`src/rtl/bas_pkg.sv`:
```
package bas_pkg;
  localparam int BAS_ADDR_W  = 18;
  localparam int BAS_BURST_W = 2;

  typedef enum logic {
    ORDER_LINEAR      = 1'b0,
    ORDER_INTERLEAVED = 1'b1
  } burst_order_e;
endpackage

```
`src/rtl/bas_load_ctrl.sv`:
```
module bas_load_ctrl (
  input  logic sa_ctl_n,
  input  logic sa_cpu_n,
  input  logic chip_en_n,
  output logic load
);
  logic ctl_req;
  logic cpu_req;

  always_comb begin
    ctl_req = ~sa_ctl_n;
    cpu_req = ~sa_cpu_n & ~chip_en_n;
    load    = ctl_req | cpu_req;
  end
endmodule

```
`src/rtl/bas_burst_cnt.sv`:
```
module bas_burst_cnt #(
  parameter int BURST_W = bas_pkg::BAS_BURST_W
) (
  input  logic               clk,
  input  logic               rst_n,
  input  logic               clk_en,
  input  logic               load,
  input  logic               adv,
  output logic [BURST_W-1:0] cnt
);
  localparam logic [BURST_W-1:0] ONE = BURST_W'(1);

  logic [BURST_W-1:0] cnt_q;
  logic [BURST_W-1:0] cnt_d;

  always_comb begin
    cnt_d = cnt_q;
    if (load)      cnt_d = '0;
    else if (adv)  cnt_d = cnt_q + ONE;
  end

  always_ff @(posedge clk or negedge rst_n) begin
    if (!rst_n)      cnt_q <= '0;
    else if (clk_en) cnt_q <= cnt_d;
  end

  assign cnt = cnt_q;


  load_clears_cnt_chk: assert property (@(posedge clk) disable iff (!rst_n)
    (clk_en && load) |=> (cnt_q == '0));


  adv_steps_cnt_chk: assert property (@(posedge clk) disable iff (!rst_n)
    (clk_en && !load && adv) |=> (cnt_q == BURST_W'($past(cnt_q) + ONE)));


  sleep_holds_cnt_chk: assert property (@(posedge clk) disable iff (!rst_n)
    (!clk_en) |=> $stable(cnt_q));
endmodule

```
`src/rtl/bas_order_map.sv`:
```
module bas_order_map #(
  parameter int BURST_W = bas_pkg::BAS_BURST_W
) (
  input  logic               [BURST_W-1:0] start,
  input  logic               [BURST_W-1:0] cnt,
  input  bas_pkg::burst_order_e             order,
  output logic               [BURST_W-1:0] low_bits
);
  logic [BURST_W-1:0] lin_bits;
  logic [BURST_W-1:0] ilv_bits;

  always_comb begin
    lin_bits = start + cnt;
    ilv_bits = start ^ cnt;
    case (order)
      bas_pkg::ORDER_INTERLEAVED: low_bits = ilv_bits;
      default:                    low_bits = lin_bits;
    endcase
  end
endmodule

```
`src/rtl/burst_addr_seq.sv`:
```
module burst_addr_seq #(
  parameter int ADDR_W  = bas_pkg::BAS_ADDR_W,
  parameter int BURST_W = bas_pkg::BAS_BURST_W
) (
  input  logic              clk,
  input  logic              rst_n,
  input  logic [ADDR_W-1:0] addr_in,
  input  logic              sa_ctl_n,
  input  logic              sa_cpu_n,
  input  logic              chip_en_n,
  input  logic              adv_n,
  input  logic              burst_order,
  input  logic              sleep,
  output logic [ADDR_W-1:0] addr_out,
  output logic              load_seen
);
  localparam int UPPER_W = ADDR_W - BURST_W;

  logic                load;
  logic                clk_en;
  logic [BURST_W-1:0]  cnt;
  logic [BURST_W-1:0]  low_bits;
  logic [ADDR_W-1:0]   base_q;
  logic [ADDR_W-1:0]   base_d;
  logic                seen_q;
  logic                seen_d;

  assign clk_en = ~sleep;

  bas_load_ctrl u_load_ctrl (
    .sa_ctl_n  (sa_ctl_n),
    .sa_cpu_n  (sa_cpu_n),
    .chip_en_n (chip_en_n),
    .load      (load)
  );

  bas_burst_cnt #(.BURST_W(BURST_W)) u_burst_cnt (
    .clk    (clk),
    .rst_n  (rst_n),
    .clk_en (clk_en),
    .load   (load),
    .adv    (~adv_n),
    .cnt    (cnt)
  );

  bas_order_map #(.BURST_W(BURST_W)) u_order_map (
    .start    (base_q[BURST_W-1:0]),
    .cnt      (cnt),
    .order    (bas_pkg::burst_order_e'(burst_order)),
    .low_bits (low_bits)
  );

  always_comb begin
    base_d = load ? addr_in : base_q;
    seen_d = load;
  end

  always_ff @(posedge clk or negedge rst_n) begin
    if (!rst_n) begin
      base_q <= '0;
      seen_q <= 1'b0;
    end else if (clk_en) begin
      base_q <= base_d;
      seen_q <= seen_d;
    end
  end

  assign addr_out  = {base_q[ADDR_W-1:BURST_W], low_bits};
  assign load_seen = seen_q;


  upper_hold_chk: assert property (@(posedge clk) disable iff (!rst_n)
    !load |=> $stable(addr_out[ADDR_W-1:BURST_W]));


  load_flag_chk: assert property (@(posedge clk) disable iff (!rst_n)
    !sleep |=> (load_seen == $past(load)));


  sleep_freeze_chk: assert property (@(posedge clk) disable iff (!rst_n)
    sleep |=> ($stable(addr_out) && $stable(load_seen)));


  load_capture_chk: assert property (@(posedge clk) disable iff (!rst_n)
    (!sleep && !sa_ctl_n) |=> (addr_out == $past(addr_in)));

  initial begin
    assert (UPPER_W > 0) else $error("address narrower than burst field");
  end
endmodule

```
`config.mk`:
```
export PLATFORM = sky130hd
export DESIGN_NAME = burst_addr_seq
export DESIGN_NICKNAME = d
export VERILOG_FILES = /design/src/rtl/bas_pkg.sv /design/src/rtl/bas_load_ctrl.sv /design/src/rtl/bas_burst_cnt.sv /design/src/rtl/bas_order_map.sv /design/src/rtl/burst_addr_seq.sv
export SDC_FILE = /design/constraint.sdc
export NUM_CORES = 1
export LEC_CHECK = 0
export ABC_CLOCK_PERIOD_IN_PS = 1800
export BUFFER_PORTS_ARGS = -buffer_cell sky130_fd_sc_hd__buf_2
export CORE_MARGIN = 3
export CORE_UTILIZATION = 32
export DETAILED_ROUTE_END_ITERATION = 16
export PLACE_DENSITY = 0.58
export REMOVE_ABC_BUFFERS = 1
export SYNTH_ARGS = -nofsm -noshare
export SYNTH_HDL_FRONTEND = slang
export SYNTH_SLANG_ARGS = --single-unit
```
`constraint.sdc`:
```
create_clock -name clk -period 1.8 [get_ports clk]
set_clock_uncertainty 0.15 [all_clocks]
set_input_delay 0.18 -clock clk [delete_from_list [all_inputs] [get_ports clk]]
set_output_delay 0.18 -clock clk [all_outputs]
set_load 0.01 [all_outputs]
```
# Word level (Yosys, flattened, before mapping)

Index checks and enable logic that the tools add are counted.

Register bits: 21
Input port bits: 26

Add/subtract/negate cells: 2
Equal/unequal tests: 1
Multiplexer cells: 3
Bitwise gates (word level): 7
Reduce and logical (&&, ||, !) cells: 2

Operator list:

| kind                | count |
|---|---|
| $mux 2              | 3 |
| $not 1->1           | 4 |
| $reduce_and 2->1    | 2 |
| $add 2x1->2 const B | 1 |
| $add 2x2->2         | 1 |
| $ne 2x1->1 const B  | 1 |
| $xor 2x2->2         | 1 |
| $and 1x1->1         | 1 |
| $or 1x1->1          | 1 |

# Depth between registers and ports, before layout

Gate-level depths: netlist of run 1.

Depth in word-level cells: 5
Gate-level depth with buffers: 4

# Modules after synthesis

From an unflattened synthesis of run 1, not the netlist that was laid out.

Cells, all modules: 76
Area, all modules: 1024.7 µm²

By module, submodules not included:

| module         | times used | cells an instance | area an instance (µm²) | sequential area each (µm²) |
|---|---|---|---|---|
| burst_addr_seq | 1          | 59                | 879.6                  | 475.5 |
| bas_burst_cnt  | 1          | 12                | 103.8                  | 50.0 |
| bas_order_map  | 1          | 4                 | 36.3                   | 0.0 |
| bas_load_ctrl  | 1          | 1                 | 5.0                    | 0.0 |

# Worst setup path before layout of run 1

No wires, ideal clock.

Kind: input to register
From: input port chip_en_n
To: register base_q[0]
Library setup time: 0.125 ns
Arrival time: 1.000 ns
Required time: 1.525 ns
Setup slack: 0.524 ns
Stages: 4
Buffers on the path: 1
Cells stage by stage: o21a_4 > nor2_8 > buf_12 > mux2_4

Word-level cells in the longest chain between the ends: 4

RTL lines:

| what                              | line                 | text |
|---|---|---|
| start: declaration                | burst_addr_seq.sv:10 | `input logic chip_en_n,` |
| $not 1->1                         | bas_load_ctrl.sv:12  | `cpu_req = ~sa_cpu_n & ~chip_en_n;` |
| $and 1x1->1                       | bas_load_ctrl.sv:12  |  |
| $or 1x1->1                        | bas_load_ctrl.sv:13  | `load = ctl_req \| cpu_req;` |
| $reduce_and 2->1 (no source line) | n/a                  |  |
| end signal: assignment            | burst_addr_seq.sv:63 | `base_q <= base_d;` |
| end: declaration                  | burst_addr_seq.sv:23 | `logic [ADDR_W-1:0] base_q;` |

Every way passes these cells.
A chain may end at the register's enable or synchronous reset.

# Worst setup path after layout of run 1

From: register u_burst_cnt.cnt_q[0] (netlist: u_burst_cnt.cnt[0])
To: output port addr_out[1]

Word-level cells in the longest chain between the ends: 2

RTL lines:

| what                     | line                 | text |
|---|---|---|
| start: declaration       | bas_burst_cnt.sv:13  | `logic [BURST_W-1:0] cnt_q;` |
| start signal: assignment | bas_burst_cnt.sv:24  | `else if (clk_en) cnt_q <= cnt_d;` |
| $add 2x2->2              | bas_order_map.sv:13  | `lin_bits = start + cnt;` |
| $mux 2                   | bas_order_map.sv:15  | `case (order)` |
| end: declaration         | burst_addr_seq.sv:14 | `output logic [ADDR_W-1:0] addr_out,` |

Every way passes these cells.

==> results of run 1 <==
[cells by family after synthesis]
kind of cell | synth area share
muxes | 0.241
DFF | 0.504
xor gates and xnor gates | 0.0168
adders and majority gates | 0.0120
AOI/OAI and AO/OA | 0.0288
buffers and inverters | 0.138
and+or+nand+nor | 0.0588
[per-layer routing]
layer / vias up / global-route usage
met5: - / 0
met4: 0 / 0.0331
met3: 2 / 0.0250
met2: 26 / 0.169
met1: 319 / 0.119
li1: 336 / -
[placed cells by master, fill, tap and decap left out, types with 2 or more instances in the layout]
master and count:
buf_2 44, nand3_1 2, clkbuf_4 3, or4_1 2, o21ai_0 2, xnor2_1 2, mux2_2 9, mux2_4 10
dlygate4sd3_1 19, dfrtp_1 21
[stage by stage]
step	instance area (um^2)	power, mW
after floorplan	902	0.741
after global placement	1180	0.859
after detailed placement	1180	0.865
after CTS	1400	1.12
after global routing	1400	1.17
final	1400	1.10
[state kept, by name (all words and copies together), names as in the netlist]
signal           count
load_seen            1
base_q              18
u_burst_cnt.cnt      2
[worst max-delay path: cells and delay by family, from the launching register on]
| family | cells | cell delay [ns] |
|---|---|---|
| adders and majority gates | 1 | 0.20 |
| DFF | 1 | 0.43 |
| and+or+nand+nor | 1 | 0.13 |
| buffers and inverters | 1 | 0.14 |
| xor gates and xnor gates | 1 | 0.12 |
[report_power, final]
part	total [mW]	switching (mW)	internal, mW
combinational	0.306	0.124	0.183
clock	0.212	0.129	0.0825
sequential	0.578	0.0390	0.539
[path summary, 6_finish.rpt]
check / end / depth (start not counted) / startpoint
setup / recovery: addr_out[1] / 4 / u_burst_cnt.cnt[0]$_DFFE_PN0P_
hold / removal: u_burst_cnt.cnt[0]$_DFFE_PN0P_ / 3 / adv_n
setup reg to reg: u_burst_cnt.cnt[1]$_DFFE_PN0P_ / 2 / u_burst_cnt.cnt[1]$_DFFE_PN0P_
hold reg to reg: base_q[9]$_DFFE_PN0P_ / 1 / base_q[9]$_DFFE_PN0P_
max in group asynchronous: base_q[1]$_DFFE_PN0P_ / 2 / rst_n
min in group asynchronous: base_q[14]$_DFFE_PN0P_ / 2 / rst_n
[final cells by class]
type | count | area share
repair buffers | 63 | 0.294
clock inverters | 1 | 0.00359
multi-input cells | 34 | 0.267
inverters | 1 | 0.00269
well taps | 44 | 0.0395
flip-flops and latches | 21 | 0.377
clock buffers | 3 | 0.0161
==> key figures, run 1 <==
Status
  – Run status: complete, no violations

Critical path
  – Critical path peak fanout: 4
  – CP arrival: 1.31 ns
  – CP max stage delay: 0.43 ns
  – Slowest-stage cell, CP: dfrtp_1
  – Setup slack, reg-to-reg: 0.56 ns
  – Crit path required time: 1.47 ns
  – Critical path class: reg2out
  – Crit-path cells: ha_1 > nor2b_1 > xnor2_1 > buf_2
  – CP endpoint kind: primary output
  – Setup crit start kind: flop

Placement
  – Final RePlAce weighted congestion: 0.650
  – Placed instance count: 144
  – Pre-CTS setup slack: 0.277 ns
  – Final HPWL DP: 1.31 mm
  – Port Buf Inserts: 44

Floorplanning
  – Width of the chip: 63.1 um
  – I/O pin count: 45
  – Num rows: 20
  – Area of the core: 0.00308 mm^2
  – Die H: 63.1 um
  – Die ar.: 0.00398 mm^2
  – Initial Util: 0.339

Global route
  – First-pass GRT wire length: 3.20 mm
  – Initial antenna violation count: 0
  – Largest net degree at the start of global routing: 22
  – GRT Util Overall: 0.0981
  – GRT Residual Overflow: 0
  – Number of global-route vias before repair: 729

Synth
  – Mapped Area: 0.00104 mm^2
  – Ys async rst share: 1.00
  – Yosys warns: 0
  – Synth cell count leaders: dfrtp_1 (21), buf_4 (16), mux2_4 (10)
  – Most common cell in the netlist: dfrtp_1
  – Avg Cell Area, Syn: 14.3 um^2
  – Netlist cell types: 17
  – Top cell type's share of synthesized area: 0.504
  – Top_reg_cell synth: dfrtp_1
  – EDFF count, synth: 0
  – Sequential share of the synthesized area: 0.504
  – Number of synthesized register bits: 21
  – Dominant cell type by area after synthesis: dfrtp_1
  – Synth top area cells: dfrtp_1 (50%), mux2_4 (14%), buf_4 (12%)
  – Post-synthesis instance total: 73

CTS
  – H-Tree Depth: 1
  – Clock sink count: 21
  – Post-CTS Repair Setup Buffers: 0
  – Clock tree buffer depth: 2
  – Clock-pin slew on the worst setup and hold paths: 0.11 ns
  – Post-CTS sizing: 0
  – Clock Latency Late Sink: 0.29 ns
  – Total CTS buffers: 3
  – TritonCTS clock tree: built
  – Root Driver: clkbuf_4
  – Hold bufs inserted after CTS: 19

Final layout
  – Sequential Area: 526 um^2
  – Final core occ: 0.453
  – ANT cells: 0
  – Ratio of cells with drive above 1 in the final layout: 0.561
  – Filler Cell Count: 295
  – Layout Nets: 151
  – Area grow syn2layout: 33.9%
  – Multi-input gate area: 373 um^2
  – Fin cells: 167

Timing
  – Fin Hold WS: 0.0242 ns
  – Setup TNS: 0 ns
  – Worst slew pin tran: 0.448 ns
  – F_max: 609 MHz
  – Final period utilization: 0.912
  – Rel. slew slack: 0.701
  – RSZ-0062 raised after global routing: false
  – Max Slew Vio Count: 0
  – Tmin final: 1.64 ns
  – Final Setup Violations: 0
  – Final hold violations: 0
  – Setup ws final: 0.158 ns

Drt
  – Met2 wire length: 886 um
  – Vias/cell: 4.09
  – Metal1 wirelength: 779 um
  – Remaining DRCs: 0
  – Met3 wire len: 145 um
  – 1st-pass router iterations: 3
  – Avg WL per Cell: 10.9 um
  – Vias: 683
  – Antenna Nets Post-Route: 0
  – Drt total wl: 1.82 mm
  – Initial drt markers: 9
  – Uppermost routed layer: met4

Power
  – Peak VDD IR: 0.000351 V
  – Power density over cell area: 786 mW/mm^2
  – Leakage: 0.675 nW

Hold path
  – Worst min path class: in2reg

Flow run
  – Max_cap viols: 0
Power figures use the tool's default switching activity.
==> run 2, diff against run 1 <==
SETUP_SLACK_MARGIN = 0.5   (was default)
==> run 2 against run 1 <==
Register-to-register slack lost 0.17 ns. Final cell count rose by 2.4%. Via count grew 3.1%. Sequential share of layout area shrank 1.2 points. Sequential power about the same. Critical path depth did not move.
==> key figures, run 2 (synthesized netlist as in run 1, its figures left out) <==
Drt
  – Uppermost routed layer: met4
  – Met3 wire len: 163 um (+12%)
  – Initial drt markers: 5 (-4)
  – Antenna Nets Post-Route: 0 (unchanged)
  – Met2 wire length: 911 um (+2.8%)
  – Avg WL per Cell: 10.9 um (about the same)
  – 1st-pass router iterations: 4 (+1)
  – Vias: 704 (+3.1%)
  – Drt total wl: 1.86 mm (+2.4%)
  – Vias/cell: 4.12 (+0.66%)
  – Metal1 wirelength: 780 um (+0.13%)
  – Remaining DRCs: 0 (unchanged)

Final layout
  – Final core occ: 0.468 (+0.0150)
  – Filler Cell Count: 291 (-1.4%)
  – ANT cells: 0 (unchanged)
  – Fin cells: 171 (+2.4%)
  – Sequential Area: 526 um^2 (unchanged)
  – Multi-input gate area: 383 um^2 (+2.7%)
  – Fin area: 0.00144 mm^2 (+3.3%)
  – Area grow syn2layout: 38.3%
  – Layout Nets: 155 (+2.6%)
  – Max reg flops: 18 (unchanged)
  – Largest register by flop count: base_q
  – Most common cell after layout, fill and taps aside: buf_2
  – Ratio of cells with drive above 1 in the final layout: 0.591 (+0.0296)
  – Commonest non-fill, non-tap cells in the layout: buf_2 (43), dfrtp_1 (21), dlygate4sd3_1 (19), mux2_4 (10), mux2_2 (9)

Timing
  – RSZ-0062 raised after global routing: true
  – Final hold violations: 0 (unchanged)
  – Worst slew pin tran: 0.449 ns (+0.000587 ns)
  – Final period utilization: 0.878 (-0.0343)
  – Tmin final: 1.58 ns (-0.0618 ns)
  – Rel. slew slack: 0.701 (about the same)
  – Setup TNS: 0 ns (unchanged)
  – Max Slew Vio Count: 0 (unchanged)
  – Final Setup Violations: 0 (unchanged)
  – F_max: 633 MHz (+3.9%)

Flow run
  – Max_cap viols: 0 (unchanged)

Hold path
  – Worst min path class: in2reg
  – Hold_sp: adv_n

CTS
  – Root Driver: clkbuf_4
  – Hold bufs inserted after CTS: 19 (unchanged)
  – Clock-pin slew on the worst setup and hold paths: 0.11 ns (about the same)
  – Clock sink count: 21 (unchanged)
  – H-Tree Depth: 1 (unchanged)
  – TritonCTS clock tree: built
  – Total CTS buffers: 3 (unchanged)
  – Clock tree buffer depth: 2 (unchanged)
  – Clock Latency Late Sink: 0.29 ns (about the same)

Global route
  – First-pass GRT wire length: 3.27 mm (+2.2%)
  – Number of global-route vias before repair: 749 (+2.7%)
  – GRT Util Overall: 0.100 (+0.00189)
  – Largest net degree at the start of global routing: 22 (unchanged)
  – Initial antenna violation count: 0 (unchanged)
  – GRT Residual Overflow: 0 (unchanged)

Critical path
  – RR Startpoint: u_burst_cnt.cnt[0]$_DFFE_PN0P_
  – CP endpoint kind: primary output
  – CP arrival: 1.25 ns (-0.06 ns)
  – Crit path required time: 1.47 ns (about the same)
  – Critical path peak fanout: 2 (-2)
  – Critical Path Start: base_q[0]$_DFFE_PN0P_
  – Critical path class: reg2out
  – Setup crit start kind: flop

Placement
  – Final RePlAce weighted congestion: 0.650 (unchanged)
  – Placed instance count: 144 (unchanged)
  – Placed instance area: 0.00118 mm^2 (unchanged)
  – Final HPWL DP: 1.31 mm (unchanged)
  – Port Buf Inserts: 44 (unchanged)

Power
  – Leakage: 0.696 nW (+3.1%)
  – Total power draw: 1.13 mW (+2.6%)
  – Peak VDD IR: 0.000351 V (+0.24%)
  – Power density over cell area: 781 mW/mm^2 (-0.66%)

Floorplanning
  – I/O pin count: 45 (unchanged)
  – Num rows: 20 (unchanged)
  – Width of the chip: 63.1 um (unchanged)
  – Area of the core: 0.00308 mm^2 (unchanged)
  – Initial Util: 0.339 (unchanged)
  – Die H: 63.1 um (unchanged)
  – Die ar.: 0.00398 mm^2 (unchanged)

Status
  – Run status: complete, no violations
## run 2: final cells by class
class,instances,share of cell area
Sequential cell,21,0.365
Clock inverter,1,0.00347
Clock buffer,3,0.0156
Multi-Input combinational cell,34,0.266
Tap cell,44,0.0382
Timing Repair Buffer,67,0.310
Inverter,1,0.00260
## run 2: path summary, 6_finish.rpt
check / end / slack (ns) / cells after the start
max: addr_out[1] / 0.22 / 4
min: u_burst_cnt.cnt[0]$_DFFE_PN0P_ / 0.008 / 3
max reg2reg: u_burst_cnt.cnt[0]$_DFFE_PN0P_ / 0.39 / 4
min reg2reg: base_q[9]$_DFFE_PN0P_ / 0.36 / 1
max in group asynchronous: base_q[1]$_DFFE_PN0P_ / 0.99 / 2
min in group asynchronous: base_q[17]$_DFFE_PN0P_ / 0.20 / 2
## run 2: what timing repair did
action,in CTS,in global routing
hold endpoints to repair,39,1
gates cloned,0,0
setup endpoints to repair,2,4
resized for setup,4,1
pin swaps,2,2
buffers inserted,2,2
## run 2: worst max-delay path: stages (launching register included)
cell     delay, ns
dfrtp_1       0.40
ha_2          0.18
nor2b_4       0.12
xnor2_1       0.12
buf_2         0.15
## run 2: through the flow
step | hold WS [ns] | setup WS [ns]
2_1_floorplan | -0.266 | 0.500
3_3_place_gp | 0.00267 | 0.314
3_5_place_dp | 0.0107 | 0.277
4_1_cts | 0.0123 | 0.184
5_1_grt | -0.000300 | 0.128
6_report | 0.00816 | 0.220
## run 2: per-layer routing
metal  vias to the layer above  global-route usage
met2                        34               0.171
met3                         2              0.0250
met4                         0              0.0331
met1                       325               0.122
li1                        343                   -
met5                         -                   0
## run 2: where the power goes
group | switching, mW | total (mW) | internal [mW]
combinational | 0.131 | 0.336 | 0.205
clock | 0.130 | 0.212 | 0.0825
sequential | 0.0378 | 0.577 | 0.539
total | 0.298 | 1.13 | 0.827
==> run 3, diff against run 2 <==
CORE_UTILIZATION = 36   (was 32)
PLACE_DENSITY = 0.63   (was 0.58)
==> run 3 against run 2 <==
Non-clock buffer count down 1. Cell area down 1.4%. Sequential cell count unchanged. Final cell count down 8.8%. Combinational power about the same. Wire length up 7.3%. Global-route usage up 2.0 points. Highest routed layer unchanged.
==> key figures, run 3 (synthesized netlist as in run 1, its figures left out) <==
Global route
  – Largest net degree at the start of global routing: 22 (unchanged)
  – Number of global-route vias before repair: 696 (-7.1%)
  – GRT Residual Overflow: 0 (unchanged)
  – Initial antenna violation count: 0 (unchanged)
  – First-pass GRT wire length: 3.19 mm (-2.3%)
  – GRT Util Overall: 0.120 (+0.0197)

Critical path
  – CP endpoint kind: primary output
  – CP Depth: 4 (unchanged)
  – Critical path class: reg2out
  – Setup crit start kind: flop
  – CP delay by family, top: flip-flops
  – Crit-path cells: ha_2 > nor2b_4 > xnor2_1 > buf_2
  – Crit path required time: 1.47 ns (about the same)
  – CP max stage delay: 0.41 ns (about the same)
  – Slowest-stage cell, CP: dfrtp_1
  – CP Buf/Inv Count: 1 (unchanged)
  – Critical path peak fanout: 2 (unchanged)
  – CP arrival: 1.26 ns (about the same)
  – R2r worst-path depth: 4 (unchanged)

Power
  – Leakage: 0.698 nW (+0.25%)
  – Peak VDD IR: 0.000514 V (+46%)
  – Power density over cell area: 796 mW/mm^2 (+2.0%)

Floorplanning
  – Die H: 59.8 um (-5.2%)
  – Area of the core: 0.00261 mm^2 (-15%)
  – Width of the chip: 59.8 um (-5.2%)
  – Initial Util: 0.399 (+0.0603)
  – Num rows: 18 (-10%)
  – I/O pin count: 45 (unchanged)
  – Die ar.: 0.00358 mm^2 (-10%)

Drt
  – Vias/cell: 4.50 (+9.3%)
  – Vias: 702 (-0.28%)
  – Remaining DRCs: 0 (unchanged)
  – Drt total wl: 2.00 mm (+7.3%)
  – Initial drt markers: 4 (-1)
  – Avg WL per Cell: 12.8 um (+18%)
  – Antenna Nets Post-Route: 0 (unchanged)
  – 1st-pass router iterations: 2 (-2)

CTS
  – Clock tree buffer depth: 2 (unchanged)
  – H-Tree Depth: 1 (unchanged)
  – Clock Latency Late Sink: 0.30 ns (about the same)
  – Root Driver: clkbuf_4
  – Total CTS buffers: 3 (unchanged)
  – TritonCTS clock tree: built
  – Hold bufs inserted after CTS: 19 (unchanged)
  – Clock-pin slew on the worst setup and hold paths: 0.11 ns (about the same)
  – Clock sink count: 21 (unchanged)

Timing
  – Final period utilization: 0.884 (+0.00593)
  – Max Slew Vio Count: 0 (unchanged)
  – F_max: 629 MHz (-0.67%)
  – Worst slew pin tran: 0.469 ns (+0.0200 ns)
  – Final hold violations: 0 (unchanged)
  – Rel. slew slack: 0.688 (-0.0133)
  – RSZ-0062 raised after global routing: true
  – Tmin final: 1.59 ns (+0.0107 ns)
  – Fin Hold WS: 0.00376 ns (-0.00440 ns)
  – Final Setup Violations: 0 (unchanged)
  – Setup TNS: 0 ns (unchanged)

Final layout
  – Largest register by flop count: base_q
  – Ratio of cells with drive above 1 in the final layout: 0.595 (+0.00469)
  – Most common cell after layout, fill and taps aside: buf_2
  – ANT cells: 0 (unchanged)
  – Layout Nets: 154 (-0.65%)
  – Multi-input gate area: 388 um^2 (+1.3%)
  – Commonest non-fill, non-tap cells in the layout: buf_2 (43), dfrtp_1 (21), dlygate4sd3_1 (19), mux2_4 (10), mux2_2 (9)
  – Max reg flops: 18 (unchanged)
  – Filler Cell Count: 248 (-15%)
  – Area grow syn2layout: 36.4%
  – Sequential Area: 526 um^2 (unchanged)

Hold path
  – Hold Path Depth: 3 (unchanged)
  – Worst min path class: in2reg

Placement
  – Final RePlAce weighted congestion: 0.716 (+10%)
  – Final HPWL DP: 1.37 mm (+4.9%)
  – Port Buf Inserts: 44 (unchanged)

Status
  – Run status: complete, no violations

Flow run
  – Max_cap viols: 0 (unchanged)
## run 3: path summary, 6_finish.rpt
path	start	endpoint	slack, ns
worst max-delay path	base_q[0]$_DFFE_PN0P_	addr_out[1]	0.21
worst min-delay path	adv_n	u_burst_cnt.cnt[0]$_DFFE_PN0P_	0.004
worst max register to register	u_burst_cnt.cnt[0]$_DFFE_PN0P_	u_burst_cnt.cnt[0]$_DFFE_PN0P_	0.38
worst min register to register	base_q[14]$_DFFE_PN0P_	base_q[14]$_DFFE_PN0P_	0.37
max in group asynchronous	rst_n	base_q[10]$_DFFE_PN0P_	0.97
min in group asynchronous	rst_n	base_q[14]$_DFFE_PN0P_	0.21
## run 3: worst min-delay path, stage by stage
cell and delay, ns:
buf_2 0.09, or4_1 0.09, o21ai_1 0.06
## run 3: per-layer routing
| metal | vias to the layer above | part of all wire | global-route usage |
|---|---|---|---|
| met3 | 2 | 0.067 | 0.0367 |
| met4 | 0 | 0.011 | 0.0506 |
| li1 | 338 | - | - |
| met5 | - | 0 | 0 |
| met1 | 335 | 0.41 | 0.152 |
| met2 | 27 | 0.51 | 0.188 |
## run 3: per-stage QoR
stage                     area [um^2]  total power, mW  setup WS (ns)  utilization  cells
after detailed placement         1160            0.870          0.270        0.444    130
final                            1420             1.13          0.209        0.544    156
after global placement           1160            0.861          0.321        0.444    130
after floorplan                   902            0.741          0.500            -     56
after global routing             1420             1.21          0.113        0.544    156
after CTS                        1390             1.14          0.165        0.534    154
## run 3: area by class of cell
class	count	share of cell area
Clock buffer	3	0.0158
Clock inverter	1	0.00352
Inverter	1	0.00264
Multi-Input combinational cell	34	0.273
Sequential cell	21	0.370
Tap cell	30	0.0264
Timing Repair Buffer	66	0.309
## run 3: report_power, final
| group | internal [mW] | total (mW) | switching [mW] |
|---|---|---|---|
| Sequential | 0.539 | 0.575 | 0.0366 |
| Clock | 0.0827 | 0.220 | 0.137 |
| Combinational | 0.203 | 0.336 | 0.134 |
| Total | 0.824 | 1.13 | 0.308 |
## run 3: repair_timing
| item | CTS | global route |
|---|---|---|
| hold endpoints to repair | 39 | 1 |
| endpoints found under the setup margin | 2 | 4 |
| pin swaps | 1 | 2 |
| resized for setup | 2 | 4 |
| buffers inserted | 1 | 2 |
